## src/rtl/bclk_pkg.sv

```systemverilog
`timescale 1ns/1ps
package bclk_pkg;

    // Sequencer states of the bit-clock generator
    typedef enum logic [1:0] {
        PH_IDLE   = 2'd0,
        PH_HIGH   = 2'd1,
        PH_LOW    = 2'd2,
        PH_FOLLOW = 2'd3
    } phase_e;

endpackage

```

## src/rtl/bclk_src_sync.sv

```systemverilog
`timescale 1ns/1ps
// Synchronizes the external source pin and extracts its edges.
module bclk_src_sync #(
    parameter int STAGES = 2
) (
    input  logic clk_i,
    input  logic rst_ni,
    input  logic ext_i,
    output logic level_o,
    output logic rise_o,
    output logic fall_o
);

    logic [STAGES-1:0] chain_q;
    logic              last_q;

    for (genvar g = 0; g < STAGES; g++) begin : g_stage
        if (g == 0) begin : g_first
            always_ff @(posedge clk_i or negedge rst_ni) begin
                if (!rst_ni) chain_q[0] <= 1'b0;
                else         chain_q[0] <= ext_i;
            end
        end else begin : g_next
            always_ff @(posedge clk_i or negedge rst_ni) begin
                if (!rst_ni) chain_q[g] <= 1'b0;
                else         chain_q[g] <= chain_q[g-1];
            end
        end
    end

    always_ff @(posedge clk_i or negedge rst_ni) begin
        if (!rst_ni) last_q <= 1'b0;
        else         last_q <= chain_q[STAGES-1];
    end

    assign level_o = chain_q[STAGES-1];
    assign rise_o  = chain_q[STAGES-1] & ~last_q;
    assign fall_o  = ~chain_q[STAGES-1] & last_q;

endmodule

```

## src/rtl/bclk_phase_calc.sv

```systemverilog
`timescale 1ns/1ps
// Derives phase lengths (minus one) from the divisor and the source choice.
module bclk_phase_calc #(
    parameter int DIV_W = 8
) (
    input  logic [DIV_W-1:0] divisor_i,
    input  logic             int_src_i,
    output logic [DIV_W-1:0] div_eff_o,
    output logic             follow_o,
    output logic [DIV_W-1:0] hi_m1_o,
    output logic [DIV_W-1:0] lo_m1_o
);

    logic             zero;
    logic [DIV_W-1:0] half;

    always_comb begin
        zero      = (divisor_i == '0);
        follow_o  = zero && !int_src_i;
        // internal source never divides by less than two
        div_eff_o = (zero && int_src_i) ? DIV_W'(1) : divisor_i;
        half      = div_eff_o >> 1;
        hi_m1_o   = half;
        if (follow_o)          lo_m1_o = '0;
        else if (div_eff_o[0]) lo_m1_o = half;
        else                   lo_m1_o = half - DIV_W'(1);
    end

endmodule

```

## src/rtl/bclk_phase_fsm.sv

```systemverilog
`timescale 1ns/1ps
// Phase sequencer: counts ticks through high and low phases.
module bclk_phase_fsm
    import bclk_pkg::*;
#(
    parameter int DIV_W = 8
) (
    input  logic             clk_i,
    input  logic             rst_ni,
    input  logic             en_i,
    input  logic             int_src_i,
    input  logic             ext_rise_i,
    input  logic             ext_fall_i,
    input  logic             follow_i,
    input  logic [DIV_W-1:0] div_eff_i,
    input  logic [DIV_W-1:0] hi_m1_i,
    input  logic [DIV_W-1:0] lo_m1_i,
    output logic             raw_o,
    output logic             stb_o,
    output logic [DIV_W-1:0] div_act_o
);

    phase_e           state_q, state_d;
    logic [DIV_W-1:0] cnt_q, cnt_d;
    logic [DIV_W-1:0] lo_m1_q;
    logic [DIV_W-1:0] div_act_q;
    logic             src_act_q;
    logic             tick;
    logic             load;
    logic             raw_q, stb_q;

    // tick source: live selection while idle, latched one otherwise
    always_comb begin
        if (state_q == PH_IDLE) tick = int_src_i ? 1'b1 : ext_rise_i;
        else                    tick = src_act_q ? 1'b1 : ext_rise_i;
    end

    // next-state logic
    always_comb begin
        state_d = state_q;
        cnt_d   = cnt_q;
        load    = 1'b0;
        if (!en_i) begin
            state_d = PH_IDLE;
            cnt_d   = '0;
        end else begin
            unique case (state_q)
                PH_IDLE: begin
                    if (tick) load = 1'b1;
                end
                PH_HIGH: begin
                    if (tick) begin
                        if (cnt_q == '0) begin
                            state_d = PH_LOW;
                            cnt_d   = lo_m1_q;
                        end else begin
                            cnt_d = cnt_q - DIV_W'(1);
                        end
                    end
                end
                PH_LOW: begin
                    if (tick) begin
                        if (cnt_q == '0) load = 1'b1;
                        else             cnt_d = cnt_q - DIV_W'(1);
                    end
                end
                PH_FOLLOW: begin
                    if (tick) load = 1'b1;
                end
                default: state_d = PH_IDLE;
            endcase
            if (load) begin
                state_d = follow_i ? PH_FOLLOW : PH_HIGH;
                cnt_d   = follow_i ? '0 : hi_m1_i;
            end
        end
    end

    // state register and period-boundary latches
    always_ff @(posedge clk_i or negedge rst_ni) begin
        if (!rst_ni) begin
            state_q   <= PH_IDLE;
            cnt_q     <= '0;
            lo_m1_q   <= '0;
            div_act_q <= '0;
            src_act_q <= 1'b1;
        end else begin
            state_q <= state_d;
            cnt_q   <= cnt_d;
            if (load) begin
                lo_m1_q   <= lo_m1_i;
                div_act_q <= div_eff_i;
                src_act_q <= int_src_i;
            end
        end
    end

    // registered outputs
    always_ff @(posedge clk_i or negedge rst_ni) begin
        if (!rst_ni) begin
            raw_q <= 1'b0;
            stb_q <= 1'b0;
        end else begin
            stb_q <= load;
            unique case (state_d)
                PH_IDLE:   raw_q <= 1'b0;
                PH_HIGH:   raw_q <= 1'b1;
                PH_LOW:    raw_q <= 1'b0;
                PH_FOLLOW: raw_q <= load ? 1'b1 : (ext_fall_i ? 1'b0 : raw_q);
                default:   raw_q <= 1'b0;
            endcase
        end
    end

    assign raw_o     = raw_q;
    assign stb_o     = stb_q;
    assign div_act_o = div_act_q;

endmodule

```

## src/rtl/bclk_gen.sv

```systemverilog
`timescale 1ns/1ps
// Serial bit-clock divider top level.
module bclk_gen #(
    parameter int DIV_W       = 8,
    parameter int SYNC_STAGES = 2
) (
    input  logic             clk_i,
    input  logic             rst_ni,
    input  logic             en_i,
    input  logic             int_src_i,
    input  logic [DIV_W-1:0] divisor_i,
    input  logic             invert_i,
    input  logic             ext_clk_i,
    output logic             bclk_o,
    output logic             bclk_stb_o
);

    localparam int CNT_W = DIV_W;

    logic             ext_level;
    logic             ext_rise;
    logic             ext_fall;
    logic             follow_w;
    logic [CNT_W-1:0] div_eff_w;
    logic [CNT_W-1:0] hi_m1_w;
    logic [CNT_W-1:0] lo_m1_w;
    logic [CNT_W-1:0] div_act_w;
    logic             raw_w;

    bclk_src_sync #(.STAGES(SYNC_STAGES)) u_sync (
        .clk_i   (clk_i),
        .rst_ni  (rst_ni),
        .ext_i   (ext_clk_i),
        .level_o (ext_level),
        .rise_o  (ext_rise),
        .fall_o  (ext_fall)
    );

    bclk_phase_calc #(.DIV_W(CNT_W)) u_calc (
        .divisor_i (divisor_i),
        .int_src_i (int_src_i),
        .div_eff_o (div_eff_w),
        .follow_o  (follow_w),
        .hi_m1_o   (hi_m1_w),
        .lo_m1_o   (lo_m1_w)
    );

    bclk_phase_fsm #(.DIV_W(CNT_W)) u_fsm (
        .clk_i      (clk_i),
        .rst_ni     (rst_ni),
        .en_i       (en_i),
        .int_src_i  (int_src_i),
        .ext_rise_i (ext_rise),
        .ext_fall_i (ext_fall),
        .follow_i   (follow_w),
        .div_eff_i  (div_eff_w),
        .hi_m1_i    (hi_m1_w),
        .lo_m1_i    (lo_m1_w),
        .raw_o      (raw_w),
        .stb_o      (bclk_stb_o),
        .div_act_o  (div_act_w)
    );

    logic unused_level;
    assign unused_level = ext_level;

    assign bclk_o = raw_w ^ invert_i;

endmodule

```

## config.mk

```make
export PLATFORM = sky130hd
export DESIGN_NAME = bclk_gen
export DESIGN_NICKNAME = d
export VERILOG_FILES = /design/src/rtl/bclk_pkg.sv /design/src/rtl/bclk_src_sync.sv /design/src/rtl/bclk_phase_calc.sv /design/src/rtl/bclk_phase_fsm.sv /design/src/rtl/bclk_gen.sv
export SDC_FILE = /design/constraint.sdc
export NUM_CORES = 1
export LEC_CHECK = 0
export ABC_AREA = 1
export BUFFER_PORTS_ARGS = -buffer_cell sky130_fd_sc_hd__buf_2
export CORE_UTILIZATION = 50
export CTS_CLUSTER_SIZE = 10
export DETAILED_ROUTE_END_ITERATION = 7
export MAX_ROUTING_LAYER = met4
export PLACE_DENSITY = 0.68
export SLEW_MARGIN = 20
export SYNTH_ARGS = -nofsm -noshare
export SYNTH_HDL_FRONTEND = slang
export SYNTH_HIERARCHICAL = 1
export SYNTH_SLANG_ARGS = --single-unit
```

## constraint.sdc

```tcl
create_clock -name clk_i -period 2.16 [get_ports clk_i]
set_input_delay 0.432 -clock clk_i [delete_from_list [all_inputs] [get_ports clk_i]]
set_output_delay 0.432 -clock clk_i [all_outputs]
set_load 0.02 [all_outputs]
```

==> results of run 1 <==
## area by class of cell
cell class / instances / share of cell area
Clock buffer: 3 / 0.0204
Clock inverter: 1 / 0.0149
Sequential cell: 24 / 0.298
Inverter: 46 / 0.0855
Multi-Input combinational cell: 204 / 0.507
Tap cell: 48 / 0.0297
Timing Repair Buffer: 17 / 0.0446
## stage by stage
stage	worst slack [ns]	hold slack, ns	utilization	power (uW)
after floorplan	0.546	0.136	-	1760
after detailed placement	0.155	0.343	0.523	1930
after CTS	0.139	0.147	0.542	2330
final	0.244	0.134	0.543	2320
after global placement	0.179	0.353	0.523	1920
after global routing	0.0609	0.173	0.543	2560
## per-layer routing
| metal | global-route usage | routed length (um) | vias up |
|---|---|---|---|
| met2 | 0.316 | 1690 | 25 |
| li1 | - | - | 892 |
| met5 | - | 0 | - |
| met1 | 0.297 | 2000 | 722 |
| met3 | 0.0299 | 106 | 4 |
| met4 | 0.0500 | 36 | 0 |
## flip-flops by register name, summed over array words and instances, names as in the netlist
name / flops
u_fsm/cnt_q: 8
u_fsm/lo_m1_q: 8
u_fsm/state_q: 2
u_fsm/raw_o: 1
u_fsm/src_act_q: 1
u_fsm/stb_o: 1
u_sync/chain_q: 1
u_sync/last_q: 1
u_sync/level_o: 1
## critical path, cell delays in order (launching register included)
cell and delay [ns]:
dfrtp_1 0.40, inv_1 0.08, ha_1 0.23, nand2_2 0.09, nor2_2 0.13, nand3_2 0.11, nand2_4 0.10, nand2_4 0.12
nor2_4 0.23, buf_4 0.21, nand2_1 0.07, o21ai_0 0.07
## repair_timing
item                       in CTS  in global routing
setup endpoints to repair       0                  8
hold endpoints to repair        0                  0
resized for setup               0                  1
## how the worst max path moves through the flow
stage	endpoint	slack, ns	depth (start not counted)
finish	u_fsm/lo_m1_q[0]	0.24	11
global route	u_fsm/lo_m1_q[0]	0.06	11
CTS	u_fsm/cnt_q[6]	0.14	11
detailed placement	u_fsm/cnt_q[6]	0.16	11
global placement	u_fsm/cnt_q[6]	0.18	11
floorplan	u_fsm/lo_m1_q[3]	0.55	11
## power by group through the flow
stage / registers (uW) / clock network (uW) / logic, uW
final: 720 / 398 / 1210
after global routing: 741 / 424 / 1400
after CTS: 720 / 404 / 1210
after detailed placement: 729 / 0 / 1200
after global placement: 728 / 0 / 1190
after floorplan: 710 / 0 / 1050
==> run metrics, run 1 <==
routed via count=between 1,500 and 2,000; placed cell areas=a little under 2000 um^2; sequential share of power=0.310; global route overflow=0; critical path fanouts, max=14; global-route usage over all layers=0.210; IO Port Bufs=15; outcome=finished, final reports clean; Ant. Diodes=0; Multi-input gate area=roughly 1000 um^2; minimum clock period=about 1.9 ns; CTS Hold Bufs=0; max-cap violation count=0; Leakage=about 0.0011 uW; CP Class=reg -> reg; pin slew with the least headroom to its limit=around 0.54 ns; Post-Layout Cell Count=approximately 340; Slew Limit Fails=0; layout cells sized above 1=0.149; combinational fraction of design power=0.519; maximum number of pins on one net before global-route repair=25; Worst IR Drop VDD=0.483 mV; global-route wire length before repair=between 6000 and 7000 um; r2r endpoint=u_fsm/lo_m1_q[0]; # setup viols final=0; Die X=between 60 and 70 um; CP required=approximately 2.4 ns; RSZ-0062 raised after global routing=false; Psw=approximately 1000 uW; Max Clock Skew=around 0.0047 ns; io pins=16; commonest non-fill, non-tap cell in the layout=nand2_1; Routed Antenna Nets=0; Hold WC Path Type=in -> async; row count=22; fmax=around 0.52 GHz; Worst-Skew Late Latency=0.27 ns; Int Pwr=1290 uW; DRC=0; Final Routed Wirelength=around 3800 um; crit end category=flop; detailed placement HPWL=roughly 3000 um; Post-Syn Instances=297; Clock Tree Buf Depth=2; Synth Area per Inst=roughly 6.6 um^2; CTS Buf Count=3; fillers=approximately 370; Root Buffer=clkbuf_8; power share of the clock group=0.171; pwr/cell area=roughly 1200 nW/um^2; final hold vios=0; Core ar.=3720 um^2; DR vias/cell=4.79; flop2flop setup slack=around 0.24 ns; most frequent cells in the layout=92 x nand2_1, 44 x inv_1, 32 x nand3_1; Reg-to-Reg Start=u_fsm/cnt_q[0]; CP startpoint=u_fsm/cnt_q[0]; Mapped Area=a little under 2000 um^2; Clk pin slew, worst setup/hold paths=0.09 ns; Ys Warns=6; placed cell count=around 340; H-tree levels=1; vias in the first global route=roughly 1,500; drt pass-1 iters=4; Crit path arrival time=2.11 ns; DR iter-0 viols=about 120; Chip Height=roughly 65 um; FF+latch area=602 um^2; routability cong.=0.865; setup_tns=0 ns; post-CTS setup repair buffer count=0; Area Growth Syn to Fin=3.07%; Tcrit/Tclk final=0.887; Sw Share=0.446; full die area=~4200 um^2; initial antenna violation count=0; routed length per instance=roughly 11 um; startpoint types=flop; starting density of the core=0.527; Worst Reg-to-Reg Cells=11; CTS tree=built; final instance area=2020 um^2; CTS sink cnt=24; Rel. slew slack=0.640; Final #Nets=about 320
Note: power is estimated with default switching activity, not from simulation.
==> inputs of run 2 (changes only) <==
- ABC_AREA: 1 -> unset
==> run metrics, run 2 <==
crit path cell chain=inv_1 -> ha_1 -> mux2_2 -> nor3b_1 -> o221ai_2 -> buf_4 -> nor2_1 -> a31oi_1; row count=20 (-9.1%); global-route wire length before repair=5530 um (-16%); Final Routed Wirelength=3340 um (-13%); H-tree levels=1 (unchanged); routed via count=1,267 (-23%); Leakage=0.000853 uW (-25%); global route overflow=0 (unchanged); Final #Nets=209 (-34%); Crit path arrival time=2.30 ns (+0.19 ns); WHS=0.0698 ns (-0.0645 ns); Rel. slew slack=0.628 (-0.0119); Area Growth Syn to Fin=11.5%; flop2flop setup slack=0.08 ns (-0.16 ns); startpoint types=flop; Synth Area per Inst=9.78 um^2 (+48%); Hold WC Path Type=in -> async; final hold vios=0 (unchanged); Finished Core Util=0.599 (+0.0558); CP required=2.38 ns (+0.03 ns); starting density of the core=0.538 (+0.0103); CTS sink cnt=24 (unchanged); RSZ-0062 raised after global routing=true; Worst Reg-to-Reg Cells=8 (-3); Post-Syn Instances=172 (-42%); setup_tns=0 ns (unchanged); Ys Warns=6 (unchanged); detailed placement HPWL=2470 um (-18%); minimum clock period=2.08 ns (+0.162 ns); r2r endpoint=u_fsm/cnt_q[5]; Worst path slowest cell=dfrtp_1; commonest non-fill, non-tap cell in the layout=dfrtp_1; Routed Antenna Nets=0 (unchanged); layout cells sized above 1=0.324 (+0.175); most frequent cells in the layout=23 x dfrtp_1, 16 x buf_4, 15 x buf_2, 15 x nor2_1, 11 x nand2_1; Core ar.=3130 um^2 (-16%); CTS Buf Count=3 (unchanged); Worst IR Drop VDD=0.665 mV (+38%); DR vias/cell=5.46 (+14%); global-route usage over all layers=0.217 (+0.00755); max-cap violation count=0 (unchanged); Worst-Skew Late Latency=0.32 ns (+0.05 ns); CP startpoint=u_fsm/state_q[1]; Max Clock Skew=0.00365 ns (-0.00102 ns); Root Buffer=clkbuf_4; crit end category=flop; critical path fanouts, max=12 (-2); routed length per instance=14.4 um (+29%); Ant. Diodes=0 (unchanged); # setup viols final=0 (unchanged); full die area=3600 um^2 (-14%); Design Power=2490 uW (+7.1%); initial antenna violation count=0 (unchanged); CTS tree=built; Clk pin slew, worst setup/hold paths=0.14 ns (+0.05 ns); Chip Height=60.0 um (-7.1%); routability cong.=0.858 (-0.73%); peak per-stage delay on the critical path=0.42 ns (+0.02 ns); CP endpoint=u_fsm/cnt_q[5]; vias in the first global route=1,194 (-18%); pwr/cell area=1330 nW/um^2 (+15%); io pins=16 (unchanged); Clock Tree Buf Depth=2 (unchanged); pin slew with the least headroom to its limit=0.558 ns (+0.0179 ns); Tcrit/Tclk final=0.962 (+0.0748); outcome=finished, final reports clean; Die X=60.0 um (-7.1%); maximum number of pins on one net before global-route repair=25 (unchanged); Slew Limit Fails=0 (unchanged); CP Class=reg -> reg; Mapped Area=1680 um^2 (-14%); DRC=0 (unchanged); Reg-to-Reg Start=u_fsm/state_q[1]; fmax=0.481 GHz (-7.8%); DR iter-0 viols=55 (-55%); drt pass-1 iters=4 (unchanged); IO Port Bufs=15 (unchanged); biggest regs=u_fsm/cnt_q: 8 flops, u_fsm/lo_m1_q: 8 flops, u_fsm/state_q: 2 flops
-- run 2: through the flow --
stage                     area (um^2)  std cells  worst slack [ns]
after floorplan                  1690        173             0.130
after global placement           1800        226            0.0323
after detailed placement         1800        226           -0.0218
after CTS                        1850        230           0.00494
after global routing             1870        232           -0.0548
final                            1870        232            0.0827
-- run 2: timing repair --
action / CTS / global route
gates resized for setup: 2 / 3
setup buffers: 0 / 2
endpoints found under the setup margin: 6 / 17
hold buffers: 0 / 0
pin swaps: 0 / 1
-- run 2: worst max-delay path: cells and delay by family, from the launching register on --
kind / cells / cell delay (ns)
flip-flops: 1 / 0.42
multiplexers: 1 / 0.39
AND/OR/NAND/NOR: 2 / 0.39
buffers and inverters: 2 / 0.34
AO/OA/AOI/OAI: 2 / 0.26
adder cells (fa/ha/maj): 1 / 0.17
-- run 2: area by class of cell --
type | instances | area [um^2]
timing repair buffer | 31 | 195
tap | 44 | 55.1
fill | 279 | 1250
sequential | 24 | 602
inverter | 9 | 33.8
clock buffer | 4 | 36.3
multi-input combinational | 120 | 952
-- run 2: worst min-delay path by stage --
stage                                 start                to  slack (ns)
after floorplan                      rst_ni    u_fsm/cnt_q[0]        0.14
after global placement    u_sync/chain_q[0]    u_sync/level_o        0.34
after detailed placement  u_sync/chain_q[0]    u_sync/level_o        0.34
after CTS                            rst_ni       u_fsm/stb_o        0.09
after global routing                 rst_ni  u_fsm/state_q[0]        0.11
final                                rst_ni       u_fsm/stb_o        0.07
-- run 2: power breakdown --
group	switching (uW)	total [uW]	internal, uW
logic	682	1400	721
clock network	147	250	103
registers	181	835	654
-- run 2: metal layers --
layer  GRT usage  vias up  wire length, um
met5           -        -                0
met4      0.0797        0               43
met3      0.0260        4               76
met2       0.327       16             1610
met1       0.299      628             1610
li1            -      619                -
